$ cat src/rtl/usr_pkg.sv
// Shared definitions for the universal shift register.
// Assumes stage A maps to bit 0 and stage H to the top bit.
package usr_pkg;
    localparam int unsigned USR_STAGES = 8;

    typedef enum logic [1:0] {
        MODE_HOLD = 2'b00,
        MODE_SHR  = 2'b01,
        MODE_SHL  = 2'b10,
        MODE_LOAD = 2'b11
    } usr_mode_e;
endpackage

$ cat src/rtl/usr_mode_decode.sv
// Turns the two-bit action select into one strobe per action.
// Assumes mode_sel is stable around the clock edge; exactly one strobe is high.
module usr_mode_decode
    import usr_pkg::*;
(
    input  logic [1:0] mode_sel,
    output logic       do_hold,
    output logic       do_shr,
    output logic       do_shl,
    output logic       do_load
);
    usr_mode_e mode;

    // Decode the select into action strobes.
    always_comb begin
        mode    = usr_mode_e'(mode_sel);
        do_hold = (mode == MODE_HOLD);
        do_shr  = (mode == MODE_SHR);
        do_shl  = (mode == MODE_SHL);
        do_load = (mode == MODE_LOAD);
    end
endmodule

$ cat src/rtl/usr_stage_bank.sv
// The storage stages and the next-value selection for each of them.
// Assumes at most one action strobe is high. clr_n clears asynchronously;
// otherwise every stage updates on the rising clock edge.
module usr_stage_bank #(
    parameter int unsigned STAGES = 8
) (
    input  logic              clk,
    input  logic              clr_n,
    input  logic              do_hold,
    input  logic              do_shr,
    input  logic              do_shl,
    input  logic              do_load,
    input  logic              ser_r,
    input  logic              ser_l,
    input  logic [STAGES-1:0] par_in,
    output logic [STAGES-1:0] q
);
    localparam int unsigned TOP = STAGES - 1;

    for (genvar i = 0; i < STAGES; i++) begin : g_stage
        logic from_low;
        logic from_high;
        logic nxt;

        if (i == 0) begin : g_first
            assign from_low = ser_r;
        end else begin : g_low
            assign from_low = q[i-1];
        end

        if (i == TOP) begin : g_last
            assign from_high = ser_l;
        end else begin : g_high
            assign from_high = q[i+1];
        end

        // Pick this stage's next value from the active strobe.
        always_comb begin
            if (do_load)     nxt = par_in[i];
            else if (do_shr) nxt = from_low;
            else if (do_shl) nxt = from_high;
            else             nxt = q[i];
        end

        // Store the stage value; clear overrides the clock.
        always_ff @(posedge clk or negedge clr_n) begin
            if (!clr_n) q[i] <= 1'b0;
            else        q[i] <= nxt;
        end
    end

    // clear holds every stage at zero
    p_clear_empty_r2: assert property (@(posedge clk) !clr_n |-> (q == '0));

    // hold keeps the contents
    p_hold_keep_r1: assert property (@(posedge clk) disable iff (!clr_n)
        do_hold |=> (q == $past(q)));

    // shift toward H
    p_shift_high_r4: assert property (@(posedge clk) disable iff (!clr_n)
        do_shr |=> (q == {$past(q[TOP-1:0]), $past(ser_r)}));

    // shift toward A
    p_shift_low_r5: assert property (@(posedge clk) disable iff (!clr_n)
        do_shl |=> (q == {$past(ser_l), $past(q[TOP:1])}));

    // parallel capture
    p_load_take_r6: assert property (@(posedge clk) disable iff (!clr_n)
        do_load |=> (q == $past(par_in)));
endmodule

$ cat src/rtl/usr_bus_ctrl.sv
// Works out when the register drives the shared bus.
// Assumes both enables are active low. Load mode always releases the bus.
module usr_bus_ctrl #(
    parameter int unsigned STAGES = 8
) (
    input  logic              oe1_n,
    input  logic              oe2_n,
    input  logic              do_load,
    output logic [STAGES-1:0] bus_oe
);
    logic drive;

    // Drive only with both enables active and no load in progress.
    always_comb begin
        drive  = !oe1_n && !oe2_n && !do_load;
        bus_oe = {STAGES{drive}};
    end
endmodule

$ cat src/rtl/usr_shift_bus.sv
// Top level of the universal shift register with a shared parallel bus.
// The tri-state bus is modelled as bus_in, data_out and bus_oe. A pad ring
// outside this block forms the real pin. The serial end outputs are never released.
module usr_shift_bus
    import usr_pkg::*;
#(
    parameter int unsigned STAGES = USR_STAGES
) (
    input  logic              clk,
    input  logic              clr_n,
    input  logic [1:0]        mode_sel,
    input  logic              oe1_n,
    input  logic              oe2_n,
    input  logic              ser_r_in,
    input  logic              ser_l_in,
    input  logic [STAGES-1:0] bus_in,
    output logic [STAGES-1:0] data_out,
    output logic [STAGES-1:0] bus_oe,
    output logic              ser_a_out,
    output logic              ser_h_out
);
    localparam int unsigned TOP = STAGES - 1;

    logic              do_hold, do_shr, do_shl, do_load;
    logic [STAGES-1:0] q;

    usr_mode_decode u_decode (
        .mode_sel (mode_sel),
        .do_hold  (do_hold),
        .do_shr   (do_shr),
        .do_shl   (do_shl),
        .do_load  (do_load)
    );

    usr_stage_bank #(.STAGES(STAGES)) u_bank (
        .clk     (clk),
        .clr_n   (clr_n),
        .do_hold (do_hold),
        .do_shr  (do_shr),
        .do_shl  (do_shl),
        .do_load (do_load),
        .ser_r   (ser_r_in),
        .ser_l   (ser_l_in),
        .par_in  (bus_in),
        .q       (q)
    );

    usr_bus_ctrl #(.STAGES(STAGES)) u_bus (
        .oe1_n   (oe1_n),
        .oe2_n   (oe2_n),
        .do_load (do_load),
        .bus_oe  (bus_oe)
    );

    // Present the contents on the bus data and the two serial ends.
    always_comb begin
        data_out  = q;
        ser_a_out = q[0];
        ser_h_out = q[TOP];
    end

    // bus released when disabled or loading
    p_bus_release_r7: assert property (@(posedge clk) disable iff (!clr_n)
        (oe1_n || oe2_n || (mode_sel == 2'b11)) |-> (bus_oe == '0));

    // bus driven when both enables active outside load
    p_bus_drive_r7: assert property (@(posedge clk) disable iff (!clr_n)
        (!oe1_n && !oe2_n && (mode_sel != 2'b11)) |-> (bus_oe == '1));
endmodule

$ cat config.mk
export PLATFORM = sky130hd
export DESIGN_NAME = usr_shift_bus
export DESIGN_NICKNAME = d
export VERILOG_FILES = /design/src/rtl/usr_pkg.sv /design/src/rtl/usr_mode_decode.sv /design/src/rtl/usr_stage_bank.sv /design/src/rtl/usr_bus_ctrl.sv /design/src/rtl/usr_shift_bus.sv
export SDC_FILE = /design/constraint.sdc
export NUM_CORES = 1
export LEC_CHECK = 0
export ABC_AREA = 1
export CAP_MARGIN = 15
export CORE_MARGIN = 8
export CORE_UTILIZATION = 42
export CTS_CLUSTER_SIZE = 12
export DETAILED_ROUTE_END_ITERATION = 10
export PLACE_DENSITY = 0.83
export REMOVE_ABC_BUFFERS = 1
export SYNTH_ARGS = -nofsm -noshare
export SYNTH_HDL_FRONTEND = slang
export SYNTH_HIERARCHICAL = 1
export SYNTH_SLANG_ARGS = --single-unit
$ cat constraint.sdc
create_clock -name clk -period 1.8 [get_ports clk]
set_input_delay 0.27 -clock clk [delete_from_list [all_inputs] [get_ports clk]]
set_output_delay 0.27 -clock clk [all_outputs]
set_load 0.01 [all_outputs]
==> results.toml <==
[run_status]
status = "finished, final reports clean"

[sta]
finClkSkew_ns = 0.000254
hold_viol_final = 0
period_needed_ns = 1.59
period_share_pct = 88.2
setup_ws_ns = 0.213
rsz0062_at_grt = "false"
worst_pin_slew_ns = 0.368
fmax_mhz = 630
setup-tns-final_ns = 0
maxSlewHeadroom_pct = 75.4
drv_slew = 0
setup_viol = 0

[power]
ir_worst_vdd_mv = 0.473
power_density_nw_per_um2 = 733
p_leak_nw = 0.476

[grt]
grt_pass1_vias = 656
grt_first_pass_wirelength_mm = 3.04
grt_max_degree = 18
track_usage_pct = 11.4
antenna_found_initial = 0
grt.overflow.total = 0

[drt]
via_per_inst = 4.85
post-route-drc-count = 0
vias = 650
drtAntennaViolNets = 0
drt-initial-drc-count = 20
wl_mm = 1.69
first_pass_iters = 4
wl_per_cell_um = 12.6

[finish]
area_growth_pct = 34.1
final_cell_area_um2 = 915
n_fill_cell = 140
finalCoreUtilization_pct = 60.7
drive_gt1_share_pct = 15.3
n_antenna_cell = 0
final_nets = 136

[floorplan]
coreArea_um2 = 1510
dieArea_um2 = 3170
rows = 14
start_util_pct = 45.3
die_y_um = 56.3
die_w_um = 56.3
pin_count = 34

[setup_path]
end_kind = "output pin"
reg2reg_slack_ns = 1.00
rr_startpoint = "u_bank/g_stage[3].from_high$_DFFE_PN0P_"
start_kind = "primary input"
cp.arrival_ns = 1.32
path_class = "primary input to output pin"
worstReg2RegEnd = "u_bank/g_stage[4].from_high$_DFFE_PN0P_"
worst-endpoint-required_ns = 1.53
cp_max_fo = 8
reg2regPathDepth = 4

[logic_synthesis]
synth_cells = 99
syn_area_per_cell_um2 = 6.89
synth_area_um2 = 682
synth-warning-count = 6

[placed_design]
dp_hpwl_mm = 1.32
pre_cts_ws_ns = -0.192
gp_congestion = 0.783
dpl_cell_area_um2 = 897
port_buffers = 33

[hold_path]
hp-class = "primary input to async pin"

[cts]
numCtsBuffers = 3
cts_resized = 9
cts.sinks = 8
clk_latency_ns = 0.25
cts_tree = "yes"
htreeDepth = 1
clockBufferDepth = 2
cts_root_buf = "clkbuf_4"
cts_setup_buffers = 0
cts_hold_buf = 0
clkSlewWorstSetupHoldPaths_ns = 0.05

[run]
timing.max_cap.violations = 0
-- sequential cells by signal, summed over array words and instances, names as in the netlist --
register,flops
u_bank/g_stage.from_low,1
u_bank/g_stage.from_high,7
-- placed cells by master (no fill, tap or decap), drive strengths merged --
cell type and instances:
dfrtp 8, nand3 16, dlygate4sd2 8, or2 8
clkdlybuf4s50 25, nand2 35, inv 8, buf 3
clkbuf 3, nor2 4
-- worst max-delay path: stages --
cell             delay (ns)
clkdlybuf4s50_1        0.44
nand2_1                0.08
inv_1                  0.07
nor2_4                 0.16
dlygate4sd2_1          0.30
-- routing by layer --
metal / wire [µm] / share of wire [%] / vias up / track usage, %
li1: - / - / 329 / -
met5: 0 / 0 / - / 0
met2: 656 / 39 / 36 / 16.6
met1: 845 / 50 / 283 / 14.8
met3: 182 / 11 / 2 / 4.04
met4: 2 / 0.12 / 0 / 4.12
-- worst max path at each step --
stage	startpoint	end	slack, ns	cells after the start
6_report	mode_sel[0]	bus_oe[4]	0.21	5
5_1_grt	mode_sel[0]	bus_oe[4]	0.09	5
4_1_cts	mode_sel[0]	bus_oe[4]	0.19	5
3_5_place_dp	mode_sel[0]	bus_oe[4]	-0.19	5
3_3_place_gp	mode_sel[0]	bus_oe[0]	-0.10	5
2_1_floorplan	mode_sel[1]	bus_oe[0]	0.50	3
-- power by group --
part	switching (W)	leakage [nW]	internal, W
logic	0.000124	0.365	0.000158
registers	0.0000387	0.0981	0.000217
clock network	0.0000576	0.0138	0.0000761
-- layout make-up --
class                           count  area [µm²]  area share [%]
Clock buffer                        3        22.5            2.46
Sequential cell                     8         200            21.9
Timing Repair Buffer               36         343            37.5
Inverter                            8        30.0            3.28
Tap cell                           16        20.0            2.19
Multi-Input combinational cell     63         299            32.7
-- per-stage QoR --
step	total power (W)	cells	hold slack, ns
after global placement	0.000543	131	0.518
after floorplan	0.000374	79	-0.0256
after CTS	0.000683	134	0.309
after global routing	0.000728	134	0.326
final	0.000671	134	0.302
after detailed placement	0.000549	131	0.522
(Power assumes the default switching activity.)
